### src/rtl/alm_pkg.sv
package alm_pkg;
  localparam int unsigned REG_W    = 8;
  localparam int unsigned NUM_SLOT = 4;
  localparam int unsigned SLOT_W   = $clog2(NUM_SLOT);
  localparam int unsigned MASK_BIT = REG_W - 1;

  typedef enum logic [SLOT_W-1:0] {
    SLOT_SEC  = 2'd0,
    SLOT_MIN  = 2'd1,
    SLOT_HOUR = 2'd2,
    SLOT_DATE = 2'd3
  } slot_e;

  typedef enum logic [2:0] {
    RATE_MONTH = 3'd0,
    RATE_DAY   = 3'd1,
    RATE_HOUR  = 3'd2,
    RATE_MIN   = 3'd3,
    RATE_SEC   = 3'd4
  } rate_e;

  function automatic logic digit_ok(input logic [3:0] n);
    return n <= 4'd9;
  endfunction
endpackage

### src/rtl/alm_wr_check.sv
module alm_wr_check
  import alm_pkg::*;
(
  input  logic [SLOT_W-1:0] slot,
  input  logic [REG_W-1:0]  value,
  output logic              accept
);
  logic [3:0] ones;
  logic [2:0] tens7;
  logic [1:0] tens6;

  always_comb begin
    ones  = value[3:0];
    tens7 = value[6:4];
    tens6 = value[5:4];
    unique case (slot)
      SLOT_SEC, SLOT_MIN:
        accept = digit_ok(ones) && (tens7 <= 3'd5);
      SLOT_HOUR:
        accept = digit_ok(ones) &&
                 ((tens6 < 2'd2) || ((tens6 == 2'd2) && (ones <= 4'd3)));
      default:
        accept = digit_ok(ones) && (value[5:0] != 6'd0);
    endcase
  end
endmodule

### src/rtl/alm_regs.sv
module alm_regs
  import alm_pkg::*;
(
  input  logic                         clk,
  input  logic                         rst_n,
  input  logic                         wr_en,
  input  logic [SLOT_W-1:0]            addr,
  input  logic [REG_W-1:0]             wdata,
  input  logic                         accept,
  output logic [NUM_SLOT-1:0][REG_W-1:0] alarm_q
);
  for (genvar i = 0; i < NUM_SLOT; i++) begin : g_slot
    logic             load;
    logic [REG_W-1:0] slot_d;

    always_comb begin
      load   = wr_en && accept && (addr == SLOT_W'(i));
      slot_d = alarm_q[i];
      if (load) slot_d = wdata;
    end

    always_ff @(posedge clk or negedge rst_n) begin
      if (!rst_n)    alarm_q[i] <= '0;
      else if (load) alarm_q[i] <= slot_d;
    end
  end
endmodule

### src/rtl/alm_match.sv
module alm_match
  import alm_pkg::*;
(
  input  logic                           clk,
  input  logic                           rst_n,
  input  logic [NUM_SLOT-1:0][REG_W-1:0] alarm_q,
  input  logic                           sec_tick,
  input  logic [REG_W-1:0]               tod_sec,
  input  logic [REG_W-1:0]               tod_min,
  input  logic [REG_W-1:0]               tod_hour,
  input  logic [REG_W-1:0]               tod_date,
  output logic                           irq
);
  logic [NUM_SLOT-1:0] msk;
  rate_e               rate;
  logic                eq_sec, eq_min, eq_hour, eq_date;
  logic                hit;
  logic                irq_d;

  for (genvar i = 0; i < NUM_SLOT; i++) begin : g_msk
    assign msk[i] = alarm_q[i][MASK_BIT];
  end

  always_comb begin
    // mask pattern ordered {date, hour, min, sec}
    unique case ({msk[SLOT_DATE], msk[SLOT_HOUR], msk[SLOT_MIN], msk[SLOT_SEC]})
      4'b0000: rate = RATE_MONTH;
      4'b1000: rate = RATE_DAY;
      4'b1100: rate = RATE_HOUR;
      4'b1110: rate = RATE_MIN;
      default: rate = RATE_SEC;
    endcase
  end

  always_comb begin
    eq_sec  = alarm_q[SLOT_SEC][6:0]  == tod_sec[6:0];
    eq_min  = alarm_q[SLOT_MIN][6:0]  == tod_min[6:0];
    eq_hour = alarm_q[SLOT_HOUR][5:0] == tod_hour[5:0];
    eq_date = alarm_q[SLOT_DATE][5:0] == tod_date[5:0];
    unique case (rate)
      RATE_MONTH: hit = eq_sec && eq_min && eq_hour && eq_date;
      RATE_DAY:   hit = eq_sec && eq_min && eq_hour;
      RATE_HOUR:  hit = eq_sec && eq_min;
      RATE_MIN:   hit = eq_sec;
      default:    hit = 1'b1;
    endcase
    irq_d = sec_tick && hit;
  end

  always_ff @(posedge clk or negedge rst_n) begin
    if (!rst_n) irq <= 1'b0;
    else        irq <= irq_d;
  end
endmodule

### src/rtl/alm_periodic_top.sv
module alm_periodic_top
  import alm_pkg::*;
(
  input  logic              clk,
  input  logic              rst_n,
  input  logic              wr_en,
  input  logic [1:0]        addr,
  input  logic [7:0]        wdata,
  output logic [7:0]        rdata,
  input  logic              sec_tick,
  input  logic [7:0]        tod_sec,
  input  logic [7:0]        tod_min,
  input  logic [7:0]        tod_hour,
  input  logic [7:0]        tod_date,
  output logic              irq
);
  logic [NUM_SLOT-1:0][REG_W-1:0] alarm_q;
  logic                           accept;

  alm_wr_check u_chk_wr (
    .slot   (addr),
    .value  (wdata),
    .accept (accept)
  );

  alm_regs u_regs (
    .clk     (clk),
    .rst_n   (rst_n),
    .wr_en   (wr_en),
    .addr    (addr),
    .wdata   (wdata),
    .accept  (accept),
    .alarm_q (alarm_q)
  );

  alm_match u_match (
    .clk      (clk),
    .rst_n    (rst_n),
    .alarm_q  (alarm_q),
    .sec_tick (sec_tick),
    .tod_sec  (tod_sec),
    .tod_min  (tod_min),
    .tod_hour (tod_hour),
    .tod_date (tod_date),
    .irq      (irq)
  );

  assign rdata = alarm_q[addr];
endmodule

### config.mk
export PLATFORM = sky130hd
export DESIGN_NAME = alm_periodic_top
export DESIGN_NICKNAME = d
export VERILOG_FILES = /design/src/rtl/alm_pkg.sv /design/src/rtl/alm_wr_check.sv /design/src/rtl/alm_regs.sv /design/src/rtl/alm_match.sv /design/src/rtl/alm_periodic_top.sv
export SDC_FILE = /design/constraint.sdc
export NUM_CORES = 1
export LEC_CHECK = 0
export BUFFER_PORTS_ARGS = -buffer_cell sky130_fd_sc_hd__buf_2
export CAP_MARGIN = 20
export CORE_MARGIN = 4
export CORE_UTILIZATION = 45
export DETAILED_ROUTE_END_ITERATION = 6
export PLACE_DENSITY = 0.68
export SYNTH_ARGS = -nofsm -noshare
export SYNTH_HDL_FRONTEND = slang
export SYNTH_HIERARCHICAL = 1
export SYNTH_SLANG_ARGS = --single-unit
### constraint.sdc
create_clock -name clk -period 1.9 [get_ports clk]
set_input_delay 0.19 -clock clk [delete_from_list [all_inputs] [get_ports clk]]
set_output_delay 0.19 -clock clk [all_outputs]
set_load 0.02 [all_outputs]
==> results of run 1 <==
## logic make-up (layout without fill, tap and decap cells)
| group | count (synthesis) | after routing |
|---|---|---|
| muxes | 41 | 41 |
| and+or+nand+nor | 19 | 19 |
| DFF | 33 | 33 |
| AOI/OAI and AO/OA | 6 | 6 |
| xor gates and xnor gates | 26 | 26 |
| buffers and inverters | 4 | 74 |
## power groups by stage
| stage | clock network (mW) | registers, mW | logic, mW |
|---|---|---|---|
| 3_3_place_gp | 0 | 1.05 | 0.738 |
| 2_1_floorplan | 0 | 1.02 | 0.535 |
| 5_1_grt | 0.625 | 1.08 | 0.810 |
| 3_5_place_dp | 0 | 1.07 | 0.760 |
| 6_report | 0.584 | 1.05 | 0.753 |
| 4_1_cts | 0.593 | 1.06 | 0.764 |
## stage by stage
| step | util | setup WS (ns) | instances | TNS [ns] |
|---|---|---|---|---|
| 2_1_floorplan | - | 0.0110 | 129 | 0 |
| 3_3_place_gp | 0.564 | -0.0741 | 240 | -0.620 |
| 3_5_place_dp | 0.564 | -0.0856 | 240 | -0.722 |
| 4_1_cts | 0.591 | 0.216 | 249 | 0 |
| 5_1_grt | 0.591 | 0.131 | 249 | 0 |
| 6_report | 0.591 | 0.208 | 249 | 0 |
## sequential cells by signal (all words and copies together) (netlist names)
name            count
u_regs/alarm_q     32
u_match/irq         1
## cell usage after synthesis, drive strengths merged, types with 2 or more instances
library cell,number
mux4,8
dfrtp,33
o21ai,2
or4b,2
nand2,2
nor2,2
nand4,5
xor2,13
mux2,32
buf,2
nand4b,2
nor4,3
xnor2,13
## worst max-delay path, stage by stage
cell      delay (ns)
buf_2           0.14
or4b_4          0.52
o21ai_1         0.15
a31oi_1         0.05
buf_4           0.16
and4bb_1        0.20
buf_4           0.16
mux2_4          0.29
## cells in the final DEF, fill, tap and decap left out, types with 2 or more instances in the layout
master    count
buf_2        48
buf_4        16
clkbuf_8      7
dfrtp_1      33
mux2_2       24
mux2_4        8
mux4_2        8
nand2_1       2
nand4_1       3
nand4_2       2
nand4b_2      2
nor2_1        2
nor4_1        2
xnor2_1      13
xor2_1       13
## layout make-up
type                       count  area share
timing repair buffer          65       0.155
sequential                    33       0.347
clock buffer                   7      0.0404
multi-input combinational     92       0.428
clock inverter                 1     0.00210
inverter                       1     0.00158
tap                           50      0.0263
## worst paths after layout
path	endpoint	depth (start not counted)	slack, ns
min reg2reg	u_regs/alarm_q[22]	1	0.51
max	u_regs/alarm_q[1]	8	0.21
max reg2reg	u_match/irq	5	0.39
min	u_regs/alarm_q[6]	2	0.20
max in group asynchronous	u_regs/alarm_q[9]	2	0.90
min in group asynchronous	u_regs/alarm_q[16]	2	0.51
## layer usage
layer / vias to the layer above / share of wire / global-route usage / wire length, µm
li1: 627 / - / - / -
met1: 680 / 0.41 / 0.225 / 1890
met2: 42 / 0.52 / 0.337 / 2430
met3: 4 / 0.059 / 0.0582 / 274
met4: 0 / 0.012 / 0.0512 / 54
met5: - / 0 / 0 / 0
## what timing repair did
action / 4_1_cts / 5_1_grt
hold buffers: 1 / 0
gates resized for setup: 0 / 0
hold endpoints to repair: 24 / 0
==> results.toml, run 1 <==
[cells_and_area]
multi_input_area_mm2 = 0.00102
fillers = 343
insertedDiodeCount = 0
layout-drive-gt1-share = 0.603
design.final.nets = 244
area.sequential_um2 = 826
layout-area-overhead-vs-synth_pct = 27.0
final_area_mm2 = 0.00238

[synth]
ys_async_sr_fraction = 1.00
postSynthAreaPerCell_um2 = 14.5
yosys.area.top_type = "dfrtp_1"
cell_area_after_synthesis_mm2 = 0.00188
dominant_cells_by_area_after_synthesis = "dfrtp_1 (44%), mux2_2 (14%), mux4_2 (9.6%)"
ys_ff_latch = 33
warning_count_from_the_yosys_run = 6
synthCells = 129
post_synth_xor_area_fraction = 0.121
yosys.area.top_type_share = 0.440
synth-main-ff-cell = "dfrtp_1"
synth.mux.area_fraction = 0.310
synth_enable_flop_cells = 0
synth_compound_gate_area_share = 0.0233
post_synth_fa_ha_maj_area_fraction = 0
mappedNetlistNets = 175
synthDistinctLibCells = 28
synth.yosys.seq_area_share = 0.440
simple_gate_fraction_of_synth_area = 0.0887
synth_top_family_by_area = "multiplexers"

[critical_path]
worstSetupEndpointType = "register"
worst_ep_required_time_ns = 2.07
biggest_fanout_along_the_worst_timing_path = 6
critical_path_type = "in -> reg"
r2r_start = "u_regs/alarm_q[21]"
timing.critical_path.from_type = "primary input"
cp.arrival_ns = 1.86
crit_path_start = "wdata[3]"

[global_route]
grt_remaining_overflow = 0
grt_max_degree = 34
grt_antenna_before_repair = 0
via_count_of_the_first_global_routing_pass = 1535
grt_first_pass_wirelength_mm = 7.52
groute.usage.overall = 0.191

[cts]
post-cts-setup-buffer-count = 0
cts-buffers-inserted = 5
clkSinkCount = 33
cts_tree = "done"
htreeDepth = 2
clockBufferDepth = 2
root_buffer = "clkbuf_8"
clk_transition_reported_paths_ns = 0.07
clock_insertion_delay_worst_skew_ns = 0.28

[power]
power_frac_seq = 0.441
power_frac_comb = 0.315
power_per_cell_area_mw_per_mm2 = 1000
power.switching_mw = 0.749
p_int_mw = 1.64
share_clk_of_total_power = 0.244
static-leakage-power_nw = 1.09
switching_share = 0.313
vdd_ir_drop_max_mv = 0.638
power.total_mw = 2.39

[sta]
grt_setup_unrepaired = "no"
timing.final.crit_period_ns = 1.69
finalMaxSlewViolations = 0
finalClockSkew_ns = 0.00104
worst_slack_on_hold_paths_ns = 0.198
finalCritPeriodShare = 0.890
setup_viol_count_final = 0
finalHoldViolations = 0
timing.slew.headroom = 0.494
worst_pin_slew_ns = 0.759
max_clock_freq_ghz = 0.591

[detailed_routing]
detailroute.via_count = 1353
vias_per_cell = 5.43
detailedRoute.firstPassIterationCount = 4
drc = 0
routed_wire_length_per_instance_um = 18.7
ant_nets = 0
initialDrtViolationCount = 39
totalWireLength_mm = 4.65

[hold_path]
hold_startpoint = "wdata[6]"
timing.hold.worst.class = "in -> reg"

[floorplan]
pin_count = 55
initial_utilization = 0.466
coreArea_mm2 = 0.00403
row_count = 23
die_width_um = 72.6
y_dimension_of_the_die_um = 72.6
dieArea_mm2 = 0.00526

[status]
status = "completed"

[placed_design]
buffer_ports.inserted = 48
hpwl_mm = 3.72
placement.cell_area_mm2 = 0.00227
gp_congestion = 0.821

[run]
max-cap-violations = 0
Note: power is estimated with default switching activity, not from simulation.
==> inputs of run 2 (changes only) <==
ABC_AREA = 1   (was not set)
PLACE_DENSITY = 0.66   (was 0.68)
==> results.toml, run 2 <==
[detailed_routing]
routed_wire_length_per_instance_um = 11.3
ant_nets = 0
totalWireLength_mm = 5.70
vias_per_cell = 4.50
detailedRoute.firstPassIterationCount = 6
drc = 0
detailroute.via_count = 2277
initialDrtViolationCount = 156

[critical_path]
worst_ep_required_time_ns = 1.71
reg2reg_setup_slack_ns = 0.67
cp.arrival_ns = 1.18
cp_common_cell = "nand2_1"
biggest_fanout_along_the_worst_timing_path = 4
timing.critical_path.slowest_cell_delay_ns = 0.40
timing.critical_path.cells = "inv_1, nand2_1, nand3_1, nand2_1, buf_2"
critPathSlowestCell = "dfrtp_1"
r2r_cells = 8
critical_path_type = "reg -> out"
worstSetupEndpointType = "output pin"
timing.critical_path.from_type = "register"

[global_route]
grt_max_degree = 34
grt_first_pass_wirelength_mm = 9.47
groute.usage.overall = 0.190
grt_remaining_overflow = 0
via_count_of_the_first_global_routing_pass = 2090
grt_antenna_before_repair = 0

[floorplan]
y_dimension_of_the_die_um = 80.2
pin_count = 55
initial_utilization = 0.463
row_count = 26
die_width_um = 80.2
dieArea_mm2 = 0.00644
coreArea_mm2 = 0.00507

[cts]
cts_tree = "done"
ctsResizeCount = 0
root_buffer = "clkbuf_8"
cts-buffers-inserted = 5
clock_insertion_delay_worst_skew_ns = 0.29
clkSinkCount = 33
htreeDepth = 2
clockBufferDepth = 2
clk_transition_reported_paths_ns = 0.07

[sta]
timing.slew.headroom = 0.508
timing.final.crit_period_ns = 1.37
finalClockSkew_ns = 0.00395
setup_viol_count_final = 0
finalCritPeriodShare = 0.721
finalHoldViolations = 0
grt_setup_unrepaired = "no"
max_clock_freq_ghz = 0.730
finalMaxSlewViolations = 0
worst_pin_slew_ns = 0.738
timing.setup.tns_ns = 0

[synth]
ys_ff_latch = 33
synth.most_common_cell = "nand2_1"
yosys.area.top_type_share = 0.352
yosys.area.top_type = "dfrtp_1"
synth_enable_flop_cells = 0
synth.yosys.seq_area_share = 0.352
mappedNetlistNets = 428
ys_async_sr_fraction = 1.00
cell_area_after_synthesis_mm2 = 0.00235
synthDistinctLibCells = 18
synth.cells.most_frequent = "nand2_1 (176), inv_1 (75), nand3_1 (46)"
dominant_cells_by_area_after_synthesis = "dfrtp_1 (35%), nand2_1 (28%), inv_1 (12%)"
postSynthAreaPerCell_um2 = 6.14
warning_count_from_the_yosys_run = 6
synthCells = 382
synth-main-ff-cell = "dfrtp_1"

[cells_and_area]
area.sequential_um2 = 826
number_of_flip_flops_in_the_largest_register = 32
fillers = 557
layout_common_cells = "nand2_1 (176), inv_1 (75), buf_2 (48)"
layout-drive-gt1-share = 0.165
final_area_mm2 = 0.00275
multi_input_area_mm2 = 0.00118
layout-area-overhead-vs-synth_pct = 17.3
design.final.nets = 481
insertedDiodeCount = 0
max_flop_register = "u_regs/alarm_q"
layout_commonest_cell = "nand2_1"
reg_top3 = "u_regs/alarm_q: 32 flops, u_match/irq: 1 flops"

[power]
static-leakage-power_nw = 1.72
switching_share = 0.381
power.switching_mw = 0.865
p_int_mw = 1.41
vdd_ir_drop_max_mv = 0.405
power_frac_comb = 0.326
power_frac_seq = 0.451
power_per_cell_area_mw_per_mm2 = 826
share_clk_of_total_power = 0.223

[placed_design]
hpwl_mm = 4.31
gp_congestion = 0.859
placement.cell_area_mm2 = 0.00266
buffer_ports.inserted = 48

[status]
status = "completed"

[run]
max-cap-violations = 0

[hold_path]
timing.hold.worst.class = "in -> reg"
hold_depth = 3
-- run 2: changes by cell type after synthesis, moves of 9 or more --
cell / delta
nand2_1: +174
inv_1: +74
nand3_1: +46
mux2_2: -24
nor2_1: +18
xnor2_1: -9
xor2_1: -9
-- run 2: layout make-up --
cell class                 count  share of cell area
inverter                      77               0.107
multi-input combinational    266               0.428
clock buffer                   6              0.0264
sequential                    33               0.300
tap                           70              0.0318
clock inverter                 2             0.00364
timing repair buffer          52               0.104
-- run 2: worst max-delay path, delay by kind of cell, from the launching register on --
| family | cells | cell delay, ns |
|---|---|---|
| flops | 1 | 0.40 |
| simple gates | 3 | 0.28 |
| buf+inv | 2 | 0.21 |
-- run 2: power by group through the flow --
stage               Combinational [mW]  Clock (mW)  Sequential [mW]
floorplan                        0.542           0            0.994
CTS                              0.747       0.521             1.03
detailed placement               0.742           0             1.04
global route                     0.872       0.542             1.05
finish                           0.742       0.507             1.02
global placement                 0.724           0             1.03
-- run 2: metal layers --
layer  vias to the layer above  GRT usage  routed length, µm  part of all wire
met1                       984      0.261               2730              0.48
met3                        10     0.0213                221             0.039
met5                         -          0                  0                 0
met4                         0     0.0743                143             0.025
li1                       1234          -                  -                 -
met2                        49      0.305               2600              0.46
-- run 2: cells by family after synthesis --
logic type,count (synthesis),synth area share
AO/OA/AOI/OAI,5,0.0133
XOR/XNOR,8,0.0298
buffers and inverters,83,0.147
flip-flops,33,0.352
AND/OR/NAND/NOR,253,0.458
-- run 2: path summary, 6_finish.rpt --
path / start / end
max: u_regs/alarm_q[19] / rdata[3]
min: sec_tick / u_match/irq
max reg2reg: u_regs/alarm_q[1] / u_match/irq
min reg2reg: u_regs/alarm_q[22] / u_regs/alarm_q[22]
max in group asynchronous: rst_n / u_regs/alarm_q[2]
min in group asynchronous: rst_n / u_regs/alarm_q[10]
-- run 2: metrics by stage --
stage | hold slack, ns | setup WS, ns | util | instances | power [mW]
after floorplan | -0.106 | 0.708 | - | 382 | 1.54
after global placement | 0.293 | 0.358 | 0.524 | 497 | 1.76
after detailed placement | 0.300 | 0.323 | 0.524 | 497 | 1.78
after CTS | 0.103 | 0.536 | 0.542 | 506 | 2.29
after global routing | 0.146 | 0.456 | 0.542 | 506 | 2.47
final | 0.107 | 0.530 | 0.542 | 506 | 2.27
-- run 2: timing repair --
action                                 CTS  global route
endpoints found under the hold margin   33             0
hold buffers                             1             0
buffers inserted                         0             0
